[config.mk]
export PLATFORM = sky130hd
export DESIGN_NAME = wdt_match_timer
export DESIGN_NICKNAME = d
export VERILOG_FILES = /design/src/rtl/mtm_pkg.sv /design/src/rtl/mtm_ctrl.sv /design/src/rtl/mtm_datapath.sv /design/src/rtl/wdt_match_timer.sv
export SDC_FILE = /design/constraint.sdc
export NUM_CORES = 1
export LEC_CHECK = 0
export ABC_AREA = 0
export CORE_MARGIN = 2
export CORE_UTILIZATION = 60
export CTS_CLUSTER_DIAMETER = 50
export CTS_CLUSTER_SIZE = 24
export DETAILED_ROUTE_END_ITERATION = 7
export PLACE_DENSITY = 0.8
export SLEW_MARGIN = 25
export SYNTH_ARGS = -nofsm -noshare
export SYNTH_HDL_FRONTEND = slang
export SYNTH_SLANG_ARGS = --single-unit
[constraint.sdc]
create_clock -name clk -period 7.1 [get_ports clk]
set_input_delay 1.42 -clock clk [delete_from_list [all_inputs] [get_ports clk]]
set_output_delay 1.42 -clock clk [all_outputs]
set_load 0.01 [all_outputs]
[src/rtl/mtm_pkg.sv]
package mtm_pkg;
  localparam int MTM_CH = 4;
  localparam int MTM_ADDR_W = 8;

  localparam logic [MTM_ADDR_W-1:0] OFF_MATCH0 = 8'h00;
  localparam logic [MTM_ADDR_W-1:0] OFF_CNT    = 8'h10;
  localparam logic [MTM_ADDR_W-1:0] OFF_STATUS = 8'h14;
  localparam logic [MTM_ADDR_W-1:0] OFF_WDARM  = 8'h18;
  localparam logic [MTM_ADDR_W-1:0] OFF_ENABLE = 8'h1C;

  typedef enum logic [2:0] {
    SEL_NONE,
    SEL_MATCH,
    SEL_CNT,
    SEL_STATUS,
    SEL_WDARM,
    SEL_ENABLE
  } rdSel_e;

  typedef struct packed {
    logic [MTM_CH-1:0]         wrMatch;
    logic                      wrCnt;
    logic                      wrStatus;
    logic                      wrWd;
    logic                      wrEnable;
    rdSel_e                    rdSel;
    logic [$clog2(MTM_CH)-1:0] rdIdx;
  } strobe_t;
endpackage

[src/rtl/mtm_ctrl.sv]
module mtm_ctrl
  import mtm_pkg::*;
#(
  parameter int ADDR_W = MTM_ADDR_W
) (
  input  logic              clk,
  input  logic              rstN,
  input  logic              regWrEn,
  input  logic              regRdEn,
  input  logic [ADDR_W-1:0] regAddr,
  output strobe_t           strb,
  output logic              regErr
);
  localparam int IDX_W = $clog2(MTM_CH);

  logic [MTM_CH-1:0] matchAddrHit;
  logic              mapped;

  genvar gi;
  generate
    for (gi = 0; gi < MTM_CH; gi++) begin : g_dec
      assign matchAddrHit[gi] = (regAddr == ADDR_W'(OFF_MATCH0 + 4 * gi));
    end
  endgenerate

  always_comb begin
    mapped = (|matchAddrHit) || regAddr == OFF_CNT || regAddr == OFF_STATUS ||
             regAddr == OFF_WDARM || regAddr == OFF_ENABLE;

    strb.wrMatch  = regWrEn ? matchAddrHit : '0;
    strb.wrCnt    = regWrEn && regAddr == OFF_CNT;
    strb.wrStatus = regWrEn && regAddr == OFF_STATUS;
    strb.wrWd     = regWrEn && regAddr == OFF_WDARM;
    strb.wrEnable = regWrEn && regAddr == OFF_ENABLE;

    strb.rdIdx = '0;
    for (int i = 0; i < MTM_CH; i++) begin
      if (matchAddrHit[i]) strb.rdIdx = IDX_W'(i);
    end

    strb.rdSel = SEL_NONE;
    if (regRdEn) begin
      if (|matchAddrHit)              strb.rdSel = SEL_MATCH;
      else if (regAddr == OFF_CNT)    strb.rdSel = SEL_CNT;
      else if (regAddr == OFF_STATUS) strb.rdSel = SEL_STATUS;
      else if (regAddr == OFF_WDARM)  strb.rdSel = SEL_WDARM;
      else if (regAddr == OFF_ENABLE) strb.rdSel = SEL_ENABLE;
    end
  end

  always_ff @(posedge clk or negedge rstN) begin
    if (!rstN) regErr <= 1'b0;
    else       regErr <= regRdEn && !mapped;
  end
endmodule

[src/rtl/mtm_datapath.sv]
module mtm_datapath
  import mtm_pkg::*;
#(
  parameter int CNT_W = 32,
  parameter int ENA_W = 12
) (
  input  logic              clk,
  input  logic              rstN,
  input  logic              tickEn,
  input  strobe_t           strb,
  input  logic [CNT_W-1:0]  wrData,
  output logic [CNT_W-1:0]  cntVal,
  output logic              wdArmed,
  output logic [MTM_CH-1:0] irqOut,
  output logic              resetReq,
  output logic [CNT_W-1:0]  rdData
);
  localparam int WD_CH = MTM_CH - 1;

  logic [CNT_W-1:0]  cntQ;
  logic [CNT_W-1:0]  cntInc;
  logic [CNT_W-1:0]  matchQ [MTM_CH];
  logic [MTM_CH-1:0] hit;
  logic [MTM_CH-1:0] statusQ;
  logic [MTM_CH-1:0] clrMask;
  logic [ENA_W-1:0]  enableQ;
  logic [CNT_W-1:0]  wdQ;
  logic              wdFire;
  logic [CNT_W-1:0]  rdMux;

  assign cntInc = cntQ + CNT_W'(1);

  genvar gi;
  generate
    for (gi = 0; gi < MTM_CH; gi++) begin : g_ch
      always_ff @(posedge clk or negedge rstN) begin
        if (!rstN)                  matchQ[gi] <= '0;
        else if (strb.wrMatch[gi])  matchQ[gi] <= wrData;
      end
      assign hit[gi] = tickEn && !strb.wrCnt && (cntInc == matchQ[gi]);
    end
  endgenerate

  always_ff @(posedge clk or negedge rstN) begin
    if (!rstN)            cntQ <= '0;
    else if (strb.wrCnt)  cntQ <= wrData;
    else if (tickEn)      cntQ <= cntInc;
  end

  assign clrMask = strb.wrStatus ? wrData[MTM_CH-1:0] : '0;

  always_ff @(posedge clk or negedge rstN) begin
    if (!rstN) statusQ <= '0;
    else       statusQ <= (statusQ & ~clrMask) | (hit & enableQ[MTM_CH-1:0]);
  end

  always_ff @(posedge clk or negedge rstN) begin
    if (!rstN)              enableQ <= '0;
    else if (strb.wrEnable) enableQ <= wrData[ENA_W-1:0];
  end

  assign wdFire = hit[WD_CH] && wdQ[0];

  always_ff @(posedge clk or negedge rstN) begin
    if (!rstN) begin
      wdQ      <= '0;
      resetReq <= 1'b0;
    end else begin
      resetReq <= wdFire;
      if (wdFire)         wdQ <= '0;
      else if (strb.wrWd) wdQ <= wrData;
    end
  end

  always_comb begin
    case (strb.rdSel)
      SEL_MATCH:  rdMux = matchQ[strb.rdIdx];
      SEL_CNT:    rdMux = cntQ;
      SEL_STATUS: rdMux = CNT_W'(statusQ);
      SEL_WDARM:  rdMux = wdQ;
      SEL_ENABLE: rdMux = CNT_W'(enableQ);
      default:    rdMux = '0;
    endcase
  end

  always_ff @(posedge clk or negedge rstN) begin
    if (!rstN) rdData <= '0;
    else       rdData <= rdMux;
  end

  assign cntVal  = cntQ;
  assign wdArmed = wdQ[0];
  assign irqOut  = statusQ;
endmodule

[src/rtl/wdt_match_timer.sv]
module wdt_match_timer
  import mtm_pkg::*;
#(
  parameter int CNT_W  = 32,
  parameter int ENA_W  = 12,
  parameter int ADDR_W = MTM_ADDR_W
) (
  input  logic              clk,
  input  logic              rstN,
  input  logic              tickEn,
  input  logic              regWrEn,
  input  logic              regRdEn,
  input  logic [ADDR_W-1:0] regAddr,
  input  logic [CNT_W-1:0]  regWrData,
  output logic [CNT_W-1:0]  regRdData,
  output logic              regErr,
  output logic [MTM_CH-1:0] irqOut,
  output logic              resetReq
);
  strobe_t          strb;
  logic [CNT_W-1:0] cntVal;
  logic             wdArmed;

  mtm_ctrl #(.ADDR_W(ADDR_W)) u_ctrl (
    .clk(clk), .rstN(rstN), .regWrEn(regWrEn), .regRdEn(regRdEn),
    .regAddr(regAddr), .strb(strb), .regErr(regErr)
  );

  mtm_datapath #(.CNT_W(CNT_W), .ENA_W(ENA_W)) u_dp (
    .clk(clk), .rstN(rstN), .tickEn(tickEn), .strb(strb), .wrData(regWrData),
    .cntVal(cntVal), .wdArmed(wdArmed), .irqOut(irqOut), .resetReq(resetReq),
    .rdData(regRdData)
  );
endmodule

==> run summary <==
Final setup viols: 0
Remaining DRCs: 3
die height: 157.2 um
Post-synth top flop: dfrtp_1
drt total wl: 46190 um
r2r endpoint: u_dp.wdQ[0]$_DFFE_PN0P_
initial antenna violation count: 0
CP required: 7.50 ns
first drt pass iteration count: 8
Seq pwr share: 0.450
status: complete, but fails checks
HPWL after detailed placement: 32310 um
wire length per cell: 26.98 um
area of the die: 24710 sq um
met2 Resource Use GR: 0.5822
Root Buffer Master: clkbuf_16
Ant. Diodes: 0
Post-DRT Antenna Nets: 0
Yosys top cell by area: dfrtp_1
layout net count: 1421
worst r2r path cells: 10
HP Class: flip-flop to flip-flop
Reg area: 6056 sq um
Lkg Pwr: 7.135 nW
fin crit share: 0.6884
CORE AREA: 23260 sq um
Post-synth EDFFs: 0
worst slew pin tran: 1.004 ns
Hold Path Depth: 2
initial core utilization: 0.6054
GPL Wtd Cong: 1.010
CP startpoint kind: flip-flop
IO Pins: 83
largest net degree at the start of global routing: 123
hold endpoint: u_dp.rdData[10]$_DFF_PN0_
Worst Hold Launch: u_dp.enableQ[10]$_DFFE_PN0P_
IR drop worst, VDD: 0.2169 mV
GRT Util Overall: 0.3757
Fin Setup TNS: 0 ns
area of the multi-input gates: 7600 sq um
met1 Use GR: 0.5394
Clock Latency Late Sink: 0.54 ns
clock-pin slew on the worst setup and hold paths: 0.07 ns
Worst Path Class, Setup: flip-flop to flip-flop
first-pass GRT wire length: 69520 um
nature of the critical path endpoint: flip-flop
Tmin final: 4.888 ns
Post-CTS Setup Bufs: 0
final setup margin: 2.212 ns
number of H-tree levels: 1
FP Rows: 56
post-synth top area share: 0.4300
vias: 11620
Die X: 157.2 um
crit path launch: u_dp.cntVal[0]$_DFFE_PN0P_
Area growth syn-to-layout: 13.01%
vias in the first global route: 11110
final setup skew: 0.01908 ns
Hold Fails Final Rpt: 0
CP Max Fanout: 24
switching power share of the total: 0.3228
P_sw: 1.176 mW
r2r setup slk: 2.21 ns
proportion of layout cells with a drive suffix above 1: 0.2003
unrepaired setup endpoints after global routing: false
DR vias/cell: 6.786
Logic pwr share: 0.182
Clock Path Buffers: 3
Mapped Nets: 1388
Max-Cap Viols: 0
Syn Inst Count: 1342
post-layout util: 0.6842
sequential area share after synthesis: 0.4300
Yosys cell types: 67
Post-synth ARST share: 1.000
failing checks: DRC
critical path arrival: 5.29 ns
Ys Warns: 0
clock sink total: 242
Slew Limit Fails: 0
PwrDens: 228.9 nW/um^2
PostCTS Resize Cnt: 0
max frequency: 204.6 MHz
GRT met3 Usage: 0.07214
Tot Pwr: 3.642 mW
gr busiest metal: met2
flops & latches, synth: 242
TritonCTS clock tree: built
number of port buffers: 82
clock power share: 0.369
top post-synthesis cells by area: dfrtp_1 43%, mux2_2 13%, xnor2_1 6.3%
Starting DRT DRC Count: 1663
Setup WS pre-CTS: 2.325 ns
relative slew slack: 0.3293
CTS Hold Buffers Added: 0
Int Power: 2.467 mW
syn avg cell area: 10.49 sq um
GR Overflow Total: 0
FILL cells: 1763
CTS buffer count: 24
worst r2r src: u_dp.cntVal[0]$_DFFE_PN0P_
Synth Cell Area: 14080 sq um
-- through the flow --
stage	instance area, sq um	hold slack [ns]	std cells
finish	15920	0.5021	1712
global route	15920	0.5213	1712
detailed placement	15070	0.4871	1668
CTS	15920	0.5029	1712
global placement	15070	0.4834	1668
floorplan	14080	0.4584	1342
-- logic make-up after synthesis --
logic type               synth area share
AO/OA/AOI/OAI                      0.1175
XOR/XNOR                           0.1046
adder cells (fa/ha/maj)         0.0008883
buffers and inverters             0.03136
flip-flops                         0.4300
multiplexers                       0.1670
AND/OR/NAND/NOR                    0.1486
-- synthesized netlist by cell type (all sizes together) (6+ instances only) --
cell,number
dfrtp,242
mux2,168
xnor2,102
nor2,101
nand2,76
xor2,61
clkbuf,57
a21oi,53
o21ai,49
mux2i,46
nand3,40
buf,38
nand4,33
nor3,27
a222oi,26
a22oi,25
nor4,22
a221o,12
or3,12
and3,11
nand2b,10
nor3b,10
and2,9
inv,8
and4,7
o22ai,7
a22o,6
a31oi,6
nand3b,6
nor2b,6
o2111ai,6
-- cells in the final DEF, fill, tap and decap left out, types with 40 or more instances in the layout --
cell and instances:
a21oi_1 53, nand2_1 76, o21ai_0 49, dfrtp_1 242
xnor2_1 102, mux2_2 168, xor2_1 61, nor2_1 69
mux2i_1 46, clkdlybuf4s50_1 81, nand3_1 40
-- registers in the layout (all words and copies together), names as in the netlist --
register       flops
u_dp.resetReq      1
u_dp.matchQ      128
u_dp.enableQ      12
u_dp.cntVal       32
u_dp.irqOut        4
u_dp.rdData       32
u_dp.wdQ          32
u_ctrl.regErr      1
-- final cells by class --
| class | count | share of cell area |
|---|---|---|
| multi-input cells | 997 | 0.4775 |
| flip-flops and latches | 242 | 0.3805 |
| repair buffers | 102 | 0.06211 |
| clock buffers | 27 | 0.04041 |
| well taps | 319 | 0.02508 |
| clock inverters | 17 | 0.01250 |
| inverters | 8 | 0.001887 |
-- worst max-delay path by stage --
stage                                      to  slack [ns]
finish                u_dp.wdQ[0]$_DFFE_PN0P_        2.21
global route         u_dp.wdQ[31]$_DFFE_PN0P_        1.93
detailed placement  u_dp.rdData[25]$_DFF_PN0_        2.33
floorplan           u_dp.rdData[15]$_DFF_PN0_        3.50
global placement    u_dp.rdData[16]$_DFF_PN0_        2.41
CTS                   u_dp.wdQ[0]$_DFFE_PN0P_        2.34
-- layer usage --
layer  up-vias  part of all wire
li1       5019                 -
met1      5813              0.42
met2       671              0.45
met3       115              0.10
met4         0             0.029
met5         -                 0
-- critical path, stage by stage, from the launching register on --
cell      delay, ns
dfrtp_1        0.61
ha_1           0.40
nand3_1        0.55
nor4_2         0.81
nand4b_1       0.36
xor2_1         0.44
o221ai_1       0.16
or4b_4         0.54
nor4_4         0.27
buf_4          0.49
nor2_1         0.10
-- power groups by stage --
| stage | combinational (mW) | sequential, mW | clock, mW |
|---|---|---|---|
| floorplan | 0.506 | 1.54 | 0 |
| global placement | 0.631 | 1.65 | 0 |
| detailed placement | 0.639 | 1.65 | 0 |
| CTS | 0.645 | 1.63 | 1.36 |
| global route | 0.706 | 1.65 | 1.41 |
| finish | 0.661 | 1.64 | 1.34 |
(Power assumes the default switching activity.)
